===== src/rtl/req_ring_pkg.sv =====
`timescale 1ns/1ps
package req_ring_pkg;
  localparam logic [7:0] OFS_IN_BASE_LO  = 8'h00;
  localparam logic [7:0] OFS_IN_BASE_HI  = 8'h04;
  localparam logic [7:0] OFS_IN_WRPTR    = 8'h08;
  localparam logic [7:0] OFS_RING_CFG    = 8'h0C;
  localparam logic [7:0] OFS_OUT_BASE_LO = 8'h10;
  localparam logic [7:0] OFS_OUT_BASE_HI = 8'h14;
  localparam logic [7:0] OFS_SHD_LO      = 8'h18;
  localparam logic [7:0] OFS_SHD_HI      = 8'h1C;
  localparam logic [7:0] OFS_HOST_RD     = 8'h20;
  localparam logic [7:0] OFS_IRQ_CAUSE   = 8'h24;
  localparam logic [7:0] OFS_IRQ_EN      = 8'h28;
  localparam logic [7:0] OFS_MSG_IN      = 8'h2C;
  localparam logic [7:0] OFS_MSG_OUT     = 8'h30;

  typedef enum logic [2:0] {
    ST_IDLE, ST_RDREQ, ST_RDWAIT, ST_ISSUE, ST_WAITSP, ST_WRENT, ST_WRSHD
  } ringState_t;

  typedef struct packed {
    logic loadEntry;
    logic takeCpl;
    logic wrEntry;
    logic wrShadow;
  } ringStrobe_t;
endpackage


===== src/rtl/req_ring_fsm.sv =====
`timescale 1ns/1ps
module req_ring_fsm
  import req_ring_pkg::*;
(
  input  logic        clk,
  input  logic        rstN,
  input  logic        pending,
  input  logic        full,
  input  logic        memRdValid,
  input  logic        cplValid,
  output logic        memRdEn,
  output logic        reqValid,
  output ringStrobe_t strobe
);
  ringState_t state, stateNext;

  always_ff @(posedge clk) begin
    if (!rstN) state <= ST_IDLE;
    else       state <= stateNext;
  end

  always_comb begin
    stateNext = state;
    unique case (state)
      ST_IDLE:   if (pending)    stateNext = ST_RDREQ;
      ST_RDREQ:                  stateNext = ST_RDWAIT;
      ST_RDWAIT: if (memRdValid) stateNext = ST_ISSUE;
      ST_ISSUE:  if (cplValid)   stateNext = ST_WAITSP;
      ST_WAITSP: if (!full)      stateNext = ST_WRENT;
      ST_WRENT:                  stateNext = ST_WRSHD;
      ST_WRSHD:                  stateNext = ST_IDLE;
      default:                   stateNext = ST_IDLE;
    endcase
  end

  assign memRdEn          = (state == ST_RDREQ);
  assign reqValid         = (state == ST_ISSUE);
  assign strobe.loadEntry = (state == ST_RDWAIT) && memRdValid;
  assign strobe.takeCpl   = (state == ST_ISSUE) && cplValid;
  assign strobe.wrEntry   = (state == ST_WRENT);
  assign strobe.wrShadow  = (state == ST_WRSHD);
endmodule


===== src/rtl/req_ring_dp.sv =====
`timescale 1ns/1ps
module req_ring_dp
  import req_ring_pkg::*;
#(
  parameter int          IDX_W     = 4,
  parameter logic [31:0] HOST_MASK = 32'hC000_0000
) (
  input  logic             clk,
  input  logic             rstN,
  input  logic             regWe,
  input  logic [7:0]       regAddr,
  input  logic [31:0]      regWdata,
  output logic [31:0]      regRdata,
  input  ringStrobe_t      strobe,
  output logic [63:0]      memRdAddr,
  input  logic [63:0]      memRdData,
  output logic [IDX_W-1:0] reqIdx,
  output logic [31:0]      reqAddr,
  output logic [31:0]      reqSize,
  input  logic [31:0]      cplFlag,
  output logic             memWrEn,
  output logic [63:0]      memWrAddr,
  output logic [31:0]      memWrData,
  output logic             cpuMsgValid,
  output logic [31:0]      cpuMsgData,
  input  logic             cpuRplWe,
  input  logic [31:0]      cpuRplData,
  output logic             irq,
  output logic             pending,
  output logic             full
);
  localparam int CNT_W = IDX_W + 1;

  logic [63:0]      inBase, outBase, shdAddr;
  logic [IDX_W-1:0] wrPtr, inLast, outLast, hostRd, inNext, outNext, cfgLast;
  logic [CNT_W-1:0] ringCnt;
  logic             ringEn, msgStrobe, cfgWr;
  logic [1:0]       cause, causeEn, causeSet, causeClr;
  logic [31:0]      msgIn, msgOut, entAddr, entSize, cplWord;

  function automatic logic [IDX_W-1:0] wrapInc(input logic [IDX_W-1:0] idx,
                                                input logic [CNT_W-1:0] cnt);
    logic [CNT_W-1:0] bumped;
    bumped = CNT_W'(idx) + CNT_W'(1);
    return (bumped >= cnt) ? '0 : bumped[IDX_W-1:0];
  endfunction

  assign inNext  = wrapInc(inLast, ringCnt);
  assign outNext = wrapInc(outLast, ringCnt);
  assign cfgWr   = regWe && (regAddr == OFS_RING_CFG);
  assign cfgLast = regWdata[IDX_W-1:0] - IDX_W'(1);

  // Host-visible configuration and base registers
  always_ff @(posedge clk) begin
    if (!rstN) begin
      inBase <= '0; outBase <= '0; shdAddr <= '0;
      ringEn <= 1'b0; ringCnt <= '0; causeEn <= '0;
      msgIn <= '0; msgStrobe <= 1'b0;
    end else begin
      msgStrobe <= 1'b0;
      if (regWe) begin
        unique case (regAddr)
          OFS_IN_BASE_LO:  inBase[31:0]   <= regWdata;
          OFS_IN_BASE_HI:  inBase[63:32]  <= regWdata;
          OFS_OUT_BASE_LO: outBase[31:0]  <= regWdata;
          OFS_OUT_BASE_HI: outBase[63:32] <= regWdata;
          OFS_SHD_LO:      shdAddr[31:0]  <= regWdata;
          OFS_SHD_HI:      shdAddr[63:32] <= regWdata;
          OFS_RING_CFG: begin
            ringEn  <= regWdata[31];
            ringCnt <= regWdata[CNT_W-1:0];
          end
          OFS_IRQ_EN: causeEn <= regWdata[1:0];
          OFS_MSG_IN: begin
            msgIn     <= regWdata;
            msgStrobe <= 1'b1;
          end
          default: ;
        endcase
      end
    end
  end

  // Ring indices: strobe updates first, a configuration write overrides
  always_ff @(posedge clk) begin
    if (!rstN) begin
      wrPtr <= '0; inLast <= '0; outLast <= '0; hostRd <= '0;
    end else begin
      if (regWe && regAddr == OFS_IN_WRPTR) wrPtr  <= regWdata[IDX_W-1:0];
      if (regWe && regAddr == OFS_HOST_RD)  hostRd <= regWdata[IDX_W-1:0];
      if (strobe.takeCpl) inLast  <= inNext;
      if (strobe.wrEntry) outLast <= outNext;
      if (cfgWr) begin
        wrPtr <= cfgLast; inLast <= cfgLast; outLast <= cfgLast; hostRd <= cfgLast;
      end
    end
  end

  // Descriptor and completion capture
  always_ff @(posedge clk) begin
    if (!rstN) begin
      entAddr <= '0; entSize <= '0; cplWord <= '0;
    end else begin
      if (strobe.loadEntry) {entSize, entAddr} <= memRdData;
      if (strobe.takeCpl)   cplWord <= cplFlag | HOST_MASK;
    end
  end

  // Interrupt cause: set wins over a same-cycle clear
  assign causeSet = {cpuRplWe && (cpuRplData == msgIn), strobe.wrShadow};
  assign causeClr = (regWe && regAddr == OFS_IRQ_CAUSE) ? regWdata[1:0] : 2'b00;

  always_ff @(posedge clk) begin
    if (!rstN) begin
      cause  <= '0;
      msgOut <= '0;
    end else begin
      cause <= (cause & ~causeClr) | causeSet;
      if (cpuRplWe) msgOut <= cpuRplData;
    end
  end

  always_comb begin
    unique case (regAddr)
      OFS_IN_BASE_LO:  regRdata = inBase[31:0];
      OFS_IN_BASE_HI:  regRdata = inBase[63:32];
      OFS_IN_WRPTR:    regRdata = 32'(wrPtr);
      OFS_RING_CFG:    regRdata = {ringEn, 31'(ringCnt)};
      OFS_OUT_BASE_LO: regRdata = outBase[31:0];
      OFS_OUT_BASE_HI: regRdata = outBase[63:32];
      OFS_SHD_LO:      regRdata = shdAddr[31:0];
      OFS_SHD_HI:      regRdata = shdAddr[63:32];
      OFS_HOST_RD:     regRdata = 32'(hostRd);
      OFS_IRQ_CAUSE:   regRdata = 32'(cause);
      OFS_IRQ_EN:      regRdata = 32'(causeEn);
      OFS_MSG_IN:      regRdata = msgIn;
      OFS_MSG_OUT:     regRdata = msgOut;
      default:         regRdata = '0;
    endcase
  end

  assign pending     = ringEn && (wrPtr != inLast);
  assign full        = (outNext == hostRd);
  assign memRdAddr   = inBase + (64'(inNext) << 3);
  assign reqIdx      = inNext;
  assign reqAddr     = entAddr;
  assign reqSize     = entSize;
  assign memWrEn     = strobe.wrEntry | strobe.wrShadow;
  assign memWrAddr   = strobe.wrShadow ? shdAddr : outBase + (64'(outNext) << 2);
  assign memWrData   = strobe.wrShadow ? 32'(outLast) : cplWord;
  assign cpuMsgValid = msgStrobe;
  assign cpuMsgData  = msgIn;
  assign irq         = |(cause & causeEn);
endmodule


===== src/rtl/req_ring_ctl.sv =====
`timescale 1ns/1ps
module req_ring_ctl
  import req_ring_pkg::*;
#(
  parameter int          IDX_W     = 4,
  parameter logic [31:0] HOST_MASK = 32'hC000_0000
) (
  input  logic             clk,
  input  logic             rstN,
  input  logic             regWe,
  input  logic [7:0]       regAddr,
  input  logic [31:0]      regWdata,
  output logic [31:0]      regRdata,
  output logic             memRdEn,
  output logic [63:0]      memRdAddr,
  input  logic             memRdValid,
  input  logic [63:0]      memRdData,
  output logic             reqValid,
  output logic [IDX_W-1:0] reqIdx,
  output logic [31:0]      reqAddr,
  output logic [31:0]      reqSize,
  input  logic             cplValid,
  input  logic [31:0]      cplFlag,
  output logic             memWrEn,
  output logic [63:0]      memWrAddr,
  output logic [31:0]      memWrData,
  output logic             cpuMsgValid,
  output logic [31:0]      cpuMsgData,
  input  logic             cpuRplWe,
  input  logic [31:0]      cpuRplData,
  output logic             irq
);
  ringStrobe_t strobe;
  logic        pending, full;

  req_ring_fsm u_fsm (
    .clk(clk), .rstN(rstN), .pending(pending), .full(full),
    .memRdValid(memRdValid), .cplValid(cplValid),
    .memRdEn(memRdEn), .reqValid(reqValid), .strobe(strobe)
  );

  req_ring_dp #(.IDX_W(IDX_W), .HOST_MASK(HOST_MASK)) u_dp (
    .clk(clk), .rstN(rstN), .regWe(regWe), .regAddr(regAddr),
    .regWdata(regWdata), .regRdata(regRdata), .strobe(strobe),
    .memRdAddr(memRdAddr), .memRdData(memRdData), .reqIdx(reqIdx),
    .reqAddr(reqAddr), .reqSize(reqSize), .cplFlag(cplFlag),
    .memWrEn(memWrEn), .memWrAddr(memWrAddr), .memWrData(memWrData),
    .cpuMsgValid(cpuMsgValid), .cpuMsgData(cpuMsgData),
    .cpuRplWe(cpuRplWe), .cpuRplData(cpuRplData), .irq(irq),
    .pending(pending), .full(full)
  );
endmodule


===== config.mk =====
export PLATFORM = sky130hd
export DESIGN_NAME = req_ring_ctl
export DESIGN_NICKNAME = d
export VERILOG_FILES = /design/src/rtl/req_ring_pkg.sv /design/src/rtl/req_ring_fsm.sv /design/src/rtl/req_ring_dp.sv /design/src/rtl/req_ring_ctl.sv
export SDC_FILE = /design/constraint.sdc
export NUM_CORES = 1
export LEC_CHECK = 0
export BUFFER_PORTS_ARGS = -buffer_cell sky130_fd_sc_hd__buf_2
export CORE_ASPECT_RATIO = 1.4
export CORE_MARGIN = 5
export CORE_UTILIZATION = 55
export CTS_CLUSTER_SIZE = 40
export DETAILED_ROUTE_END_ITERATION = 10
export GPL_TIMING_DRIVEN = 0
export PLACE_DENSITY_LB_ADDON = 0.08
export REMOVE_ABC_BUFFERS = 1
export SLEW_MARGIN = 30
export SYNTH_ARGS = -nofsm -noshare
export SYNTH_HDL_FRONTEND = slang
export SYNTH_SLANG_ARGS = --single-unit

===== constraint.sdc =====
create_clock -name clk -period 5.1 [get_ports clk]
set_input_delay 0.765 -clock clk [delete_from_list [all_inputs] [get_ports clk]]
set_output_delay 0.765 -clock clk [all_outputs]
set_load 0.01 [all_outputs]

# After elaboration in Yosys (flattened, before gate mapping)

Cells that the tools add are included.

Flip-flop bits (word level): 381
Logic and storage cells: 104

$add $sub $neg: 5
$lt $le $gt $ge: 2
Equal/unequal tests: 25
Muxes and demuxes: 20
Bitwise gates (word level): 5
Reduce and logical (&&, ||, !) cells: 26

Operators with widths:

| kind                                                             | count |
|---|---|
| 32-bit case mux with 13 select lines                             | 1 |
| 64-bit by 6-bit adder with 64-bit output                         | 1 |
| 64-bit by 7-bit adder with 64-bit output                         | 1 |
| 64-bit 2-to-1 mux                                                | 1 |
| 8-bit by 6-bit == test with 1-bit output (second input constant) | 5 |
| 4-bit 2-to-1 mux                                                 | 10 |
| 32-bit == test                                                   | 1 |
| 8-bit by 5-bit == test with 1-bit output (second input constant) | 4 |
| 32-bit 2-to-1 mux                                                | 1 |
| 2-bit AND reduction                                              | 10 |
| 3-bit case mux with 6 select lines                               | 1 |
| 8-bit by 4-bit == test with 1-bit output (second input constant) | 2 |
| 3-bit 2-to-1 mux                                                 | 4 |
| 4-bit by 1-bit adder with 5-bit output (second input constant)   | 2 |
| 5-bit greater-or-equal comparator                                | 2 |
| 3-bit == test (second input constant)                            | 3 |
| 8-bit by 3-bit == test with 1-bit output (second input constant) | 1 |
| 1-bit logical AND                                                | 8 |
| 8-bit logical NOT                                                | 1 |
| 2-bit nonzero test                                               | 4 |
| 3-bit by 2-bit == test with 1-bit output (second input constant) | 2 |
| 2-bit inequality test (second input constant)                    | 3 |
| 2-bit bitwise AND                                                | 2 |
| 4-bit == test                                                    | 1 |
| other kinds (12)                                                 | 12 |

# Depth between registers and ports, before layout

Depth after elaboration: 6
Depth in mapped cells: 16

# Cells and area by module

A second synthesis with hierarchy kept.

Cell total of the unflattened synthesis: 2531
Area total of the unflattened synthesis: 20692.3 um2

Modules (own cells, without submodules):

| module       | instances | cells an instance | area an instance (um2) | sequential area each (um2) |
|---|---|---|---|---|
| req_ring_dp  | 1         | 2506              | 20484.6                | 7567.3 |
| req_ring_fsm | 1         | 25                | 207.7                  | 60.1 |

# Worst setup path before layout

Ideal clock, no wire load.

Kind: reg-to-output
Start: reg u_dp.inLast[0]
End: out memRdAddr[53]
Arrival time: 3.577 ns
Slack: 0.758 ns
Stages on the path, launching flop included: 16
Buffers on the path: 0
Cell sequence: dfxtp_1 -> ha_1 -> xor2_1 -> ha_1 -> a21o_1 -> a31oi_1 -> o21ai_1 -> nor2_1 -> ha_1 -> fa_1 -> a211o_1 -> o211ai_1 -> or4_1 -> nor2_2 -> nand4_1 -> xnor2_1

Word-level cells in the longest chain between the ends: 4

Ends and longest elaborated chain:

| element                                    | line               | source |
|---|---|---|
| from (decl)                                | req_ring_dp.sv:35  | `logic [IDX_W-1:0] wrPtr, inLast, outLast, hostRd, inNext, outNext, cfgLast;` |
| from (signal assigned)                     | req_ring_dp.sv:91  | `if (strobe.takeCpl) inLast <= inNext;` |
| from (signal assigned)                     | req_ring_dp.sv:94  | `wrPtr <= cfgLast; inLast <= cfgLast; outLast <= cfgLast; hostRd <= cfgLast;` |
| 4-bit by 1-bit adder with 5-bit output *   | req_ring_dp.sv:44  | `bumped = CNT_W'(idx) + CNT_W'(1);` |
| 5-bit greater-or-equal comparator          | req_ring_dp.sv:45  | `return (bumped >= cnt) ? '0 : bumped[IDX_W-1:0];` |
| 4-bit 2-to-1 mux *                         | req_ring_dp.sv:45  |  |
| via reqIdx[0]                              | req_ring_ctl.sv:19 | `output logic [IDX_W-1:0] reqIdx,` |
| 64-bit by 7-bit adder with 64-bit output * | req_ring_dp.sv:144 | `assign memRdAddr = inBase + (64'(inNext) << 3);` |
| to (decl)                                  | req_ring_ctl.sv:15 | `output logic [63:0] memRdAddr,` |

Mark *: on every way through the listed nets, which the timed path passes. The rest lies on a longest branch.

# Worst setup path after layout

Start: reg u_dp.outLast[0]
End: out memWrAddr[14]

Word-level cells in the longest chain between the ends: 5

Ends and longest elaborated chain:

| element                                    | line               | source |
|---|---|---|
| from (decl)                                | req_ring_dp.sv:35  |  |
| from (signal assigned)                     | req_ring_dp.sv:92  | `if (strobe.wrEntry) outLast <= outNext;` |
| from (signal assigned)                     | req_ring_dp.sv:94  |  |
| 4-bit by 1-bit adder with 5-bit output *   | req_ring_dp.sv:44  |  |
| 5-bit greater-or-equal comparator          | req_ring_dp.sv:45  |  |
| 4-bit 2-to-1 mux *                         | req_ring_dp.sv:45  |  |
| 64-bit by 6-bit adder with 64-bit output * | req_ring_dp.sv:149 | `assign memWrAddr = strobe.wrShadow ? shdAddr : outBase + (64'(outNext) << 2);` |
| 64-bit 2-to-1 mux *                        | req_ring_dp.sv:149 |  |
| to (decl)                                  | req_ring_ctl.sv:25 | `output logic [63:0] memWrAddr,` |

Mark *: on every way between the ends. The rest lies on a longest branch, timed or not.

==> impl_metrics.py <==
metrics = {
    "status": {
        "status": "finished, violations left",
        "violations": "setup timing",
    },
    "pwr": {
        "ir_drop_mv": 0.283,
        "switching_share": 0.233,
        "power_frac_seq": 0.482,
        "power.internal_uw": 4780,
        "p_switching_uw": 1450,
        "finalPower_uw": 6230,
        "power.leakage_uw": 0.0101,
        "clkPwrFrac": 0.465,
        "p_comb_frac": 0.053,
        "powerDensity_nw_per_um2": 245,
    },
    "detailed_routing": {
        "via_count": 21400,
        "m1WireLength_um": 28400,
        "drt_iter0_drc": 2491,
        "drc": 0,
        "wl_met3_um": 8910,
        "ant_nets": 0,
        "vias_per_cell": 6.09,
        "highest_layer": "met4",
        "routed_wl_um": 82800,
        "drtPass1Iterations": 9,
        "met2WireLength_um": 37800,
        "wl_per_cell_um": 23.6,
    },
    "timing": {
        "final-hold-violation-count": 0,
        "fin_crit_ns": 5.11,
        "postLayoutSetupSlackWorst_ns": -0.0148,
        "tightest_slew_ns": 1.01,
        "setup_tns_ns": -0.0148,
        "fmaxAchievable_ghz": 0.196,
        "fin_skew_ns": 0.0238,
        "holdWs_ns": 0.451,
        "setup_viol": 1,
        "finalMaxSlewViolations": 0,
        "fin_crit_sh": 1.00,
        "relSlewSlack": 0.330,
    },
    "synthesis": {
        "synth_ff_type": "dfxtp_1",
        "syn_area_per_cell_um2": 7.78,
        "yosysSeqAreaShare": 0.374,
        "ys_warn_count": 0,
        "netlist_instances": 2620,
        "async_flop_share": 0,
        "yosysUniqueCellTypes": 65,
        "ys_ff_latch": 381,
        "synth_area_um2": 20400,
        "synth-edff-count": 0,
    },
    "place": {
        "post-dp-hpwl_um": 58800,
        "io_buffers": 468,
        "place_congestion": 0.934,
        "pre_cts_slack_ns": -0.752,
        "dp_cells": 3405,
    },
    "grt": {
        "grt_pass1_wl_um": 122000,
        "grt_max_degree": 138,
        "grt_use_total": 0.376,
        "grt_pass1_vias": 20600,
        "antenna_found_initial": 2,
        "grt.overflow.total": 0,
    },
    "layout": {
        "layout-drive-gt1-share": 0.237,
        "layout_commonest_cell": "nand2_1",
        "fin_nets": 3209,
        "area_growth_syn_to_layout_pct": 24.5,
        "final_cell_count_no_fill": 3511,
        "final_cell_mix": "nand2_1 (812), buf_2 (467), dfxtp_1 (375), a21boi_0 (302), xnor2_1 (108)",
        "fill_cells": 3066,
    },
    "clock_network": {
        "clk_pin_slew_ns": 0.06,
        "numCtsBuffers": 40,
        "cts-root-buf": "clkbuf_16",
        "cts_tree": "yes",
        "clock_path_buffers": 3,
        "cts.hold.buffers_added": 0,
        "clk_latency_ns": 0.57,
        "cts_max_level": 2,
        "clock-sinks": 381,
    },
    "floorplan": {
        "io_pins": 471,
        "die_w_um": 173,
        "fp.coreArea_um2": 36700,
        "dieArea_um2": 41100,
        "start_util": 0.556,
        "fp.dieH_um": 238,
        "rows": 83,
    },
    "setup_path": {
        "worstSetupPathType": "flip-flop to primary output",
        "cp.required_ns": 4.34,
        "crit_path_end_kind": "primary output",
        "crit_fanout": 5,
        "crit_arrival_ns": 4.35,
        "worstRegToRegCells": 6,
        "r2r_slack_ns": 2.33,
        "cp-start-kind": "flip-flop",
        "r2r-end": "u_dp.cause[1]",
        "crit-reg2reg-launch": "u_dp.cpuMsgData[30]",
    },
    "min_path": {
        "hold-path-endpoint": "u_dp.reqSize[20]",
        "hold_depth": 3,
        "min-delay-start": "memRdData[52]",
        "hold_path.class": "primary input to flip-flop",
    },
    "run": {
        "maxCapViolations": 0,
    },
}
## Yosys cell counts (35+ instances only)
cell      instances  area [µm²]
nand2_1         822        3090
dfxtp_1         381        7630
a21boi_0        302        2270
clkbuf_1        138         518
xnor2_1         111         972
nand3_1          74         370
o21ai_0          70         350
nor2_1           65         244
a22oi_1          57         428
xor2_1           53         464
mux2i_1          45         450
nor2b_1          43         269
and2_1           39         244
buf_2            35         175
## how the worst max path moves through the flow
| stage | start | end | slack (ns) |
|---|---|---|---|
| after floorplan | u_fsm.state[2] | memWrAddr[10] | -0.37 |
| after global placement | u_fsm.state[2] | memWrAddr[23] | -4.43 |
| after detailed placement | u_dp.outLast[0] | memWrAddr[50] | -0.75 |
| after CTS | u_dp.inLast[1] | memRdAddr[63] | 0.01 |
| after global routing | u_dp.outLast[0] | memWrAddr[54] | -0.07 |
| final | u_dp.outLast[0] | memWrAddr[14] | -0.01 |
## registers in the layout, indices dropped and copies added, names as in the netlist
name              flops
u_dp.outBase         64
u_dp.shdAddr         64
u_dp.cpuMsgValid      1
u_dp.wrPtr            4
u_dp.cause            2
u_dp.msgOut          32
u_dp.reqSize         32
u_dp.causeEn          2
u_dp.ringEn           1
u_dp.inLast           4
u_dp.outLast          4
u_fsm.state           3
u_dp.cplWord         31
u_dp.hostRd           4
u_dp.inBase          64
u_dp.ringCnt          5
u_dp.cpuMsgData      32
u_dp.reqAddr         32
## layout make-up
class / count / area (µm²) / area share
Sequential cell: 381 / 7640 / 0.301
Antenna cell: 4 / 10.0 / 0.000395
Inverter: 29 / 109 / 0.00429
Tap cell: 467 / 584 / 0.0230
Multi-Input combinational cell: 2018 / 12300 / 0.486
Timing Repair Buffer: 542 / 3430 / 0.135
Clock buffer: 60 / 1180 / 0.0464
Clock inverter: 10 / 86.3 / 0.00340
## what timing repair did
item	4_1_cts	5_1_grt
pin swaps	15	10
setup buffers	24	8
resized for setup	66	37
hold endpoints to repair	0	0
endpoints found under the setup margin	102	83
## power groups by stage
stage / combinational [µW] / clock (µW) / sequential (µW)
after global routing: 343 / 3030 / 3000
after CTS: 317 / 2910 / 3000
after floorplan: 99.6 / 0 / 3070
final: 328 / 2890 / 3000
after detailed placement: 314 / 0 / 3070
after global placement: 319 / 0 / 3070
## worst max-delay path, cell delays in order, from the launching register on
cell and delay, ns:
dfxtp_4 0.37, ha_4 0.19, xor2_4 0.16, ha_1 0.31, nand2_1 0.09, o21a_1 0.23
o21ai_4 0.28, nor2_2 0.07, ha_1 0.21, fa_2 0.38, a21oi_2 0.24, o21ai_4 0.15
buf_4 0.16, buf_4 0.17, nand3_1 0.09, xor2_1 0.08, o21ai_0 0.37, buf_2 0.22
## cells by family (layout without fill, tap and decap cells)
kind of cell	count (synthesis)	in the layout	synth area share
AOI/OAI and AO/OA	593	593	0.212
xor gates and xnor gates	164	164	0.0705
adders and majority gates	23	23	0.0149
buffers and inverters	221	641	0.0451
DFF	381	381	0.374
muxes	47	47	0.0232
other	0	4	0
and+or+nand+nor	1191	1191	0.260
## routing by layer
metal	GRT usage	vias to the layer above
met5	0	-
met4	0.293	0
met3	0.0959	395
met2	0.615	1371
met1	0.419	9943
li1	-	9682
## metrics by stage
stage,utilization,area [µm²]
detailed placement,0.639,23400
CTS,0.686,25100
global placement,0.614,22500
global route,0.692,25400
floorplan,-,19600
finish,0.692,25400
(Power assumes the default switching activity.)
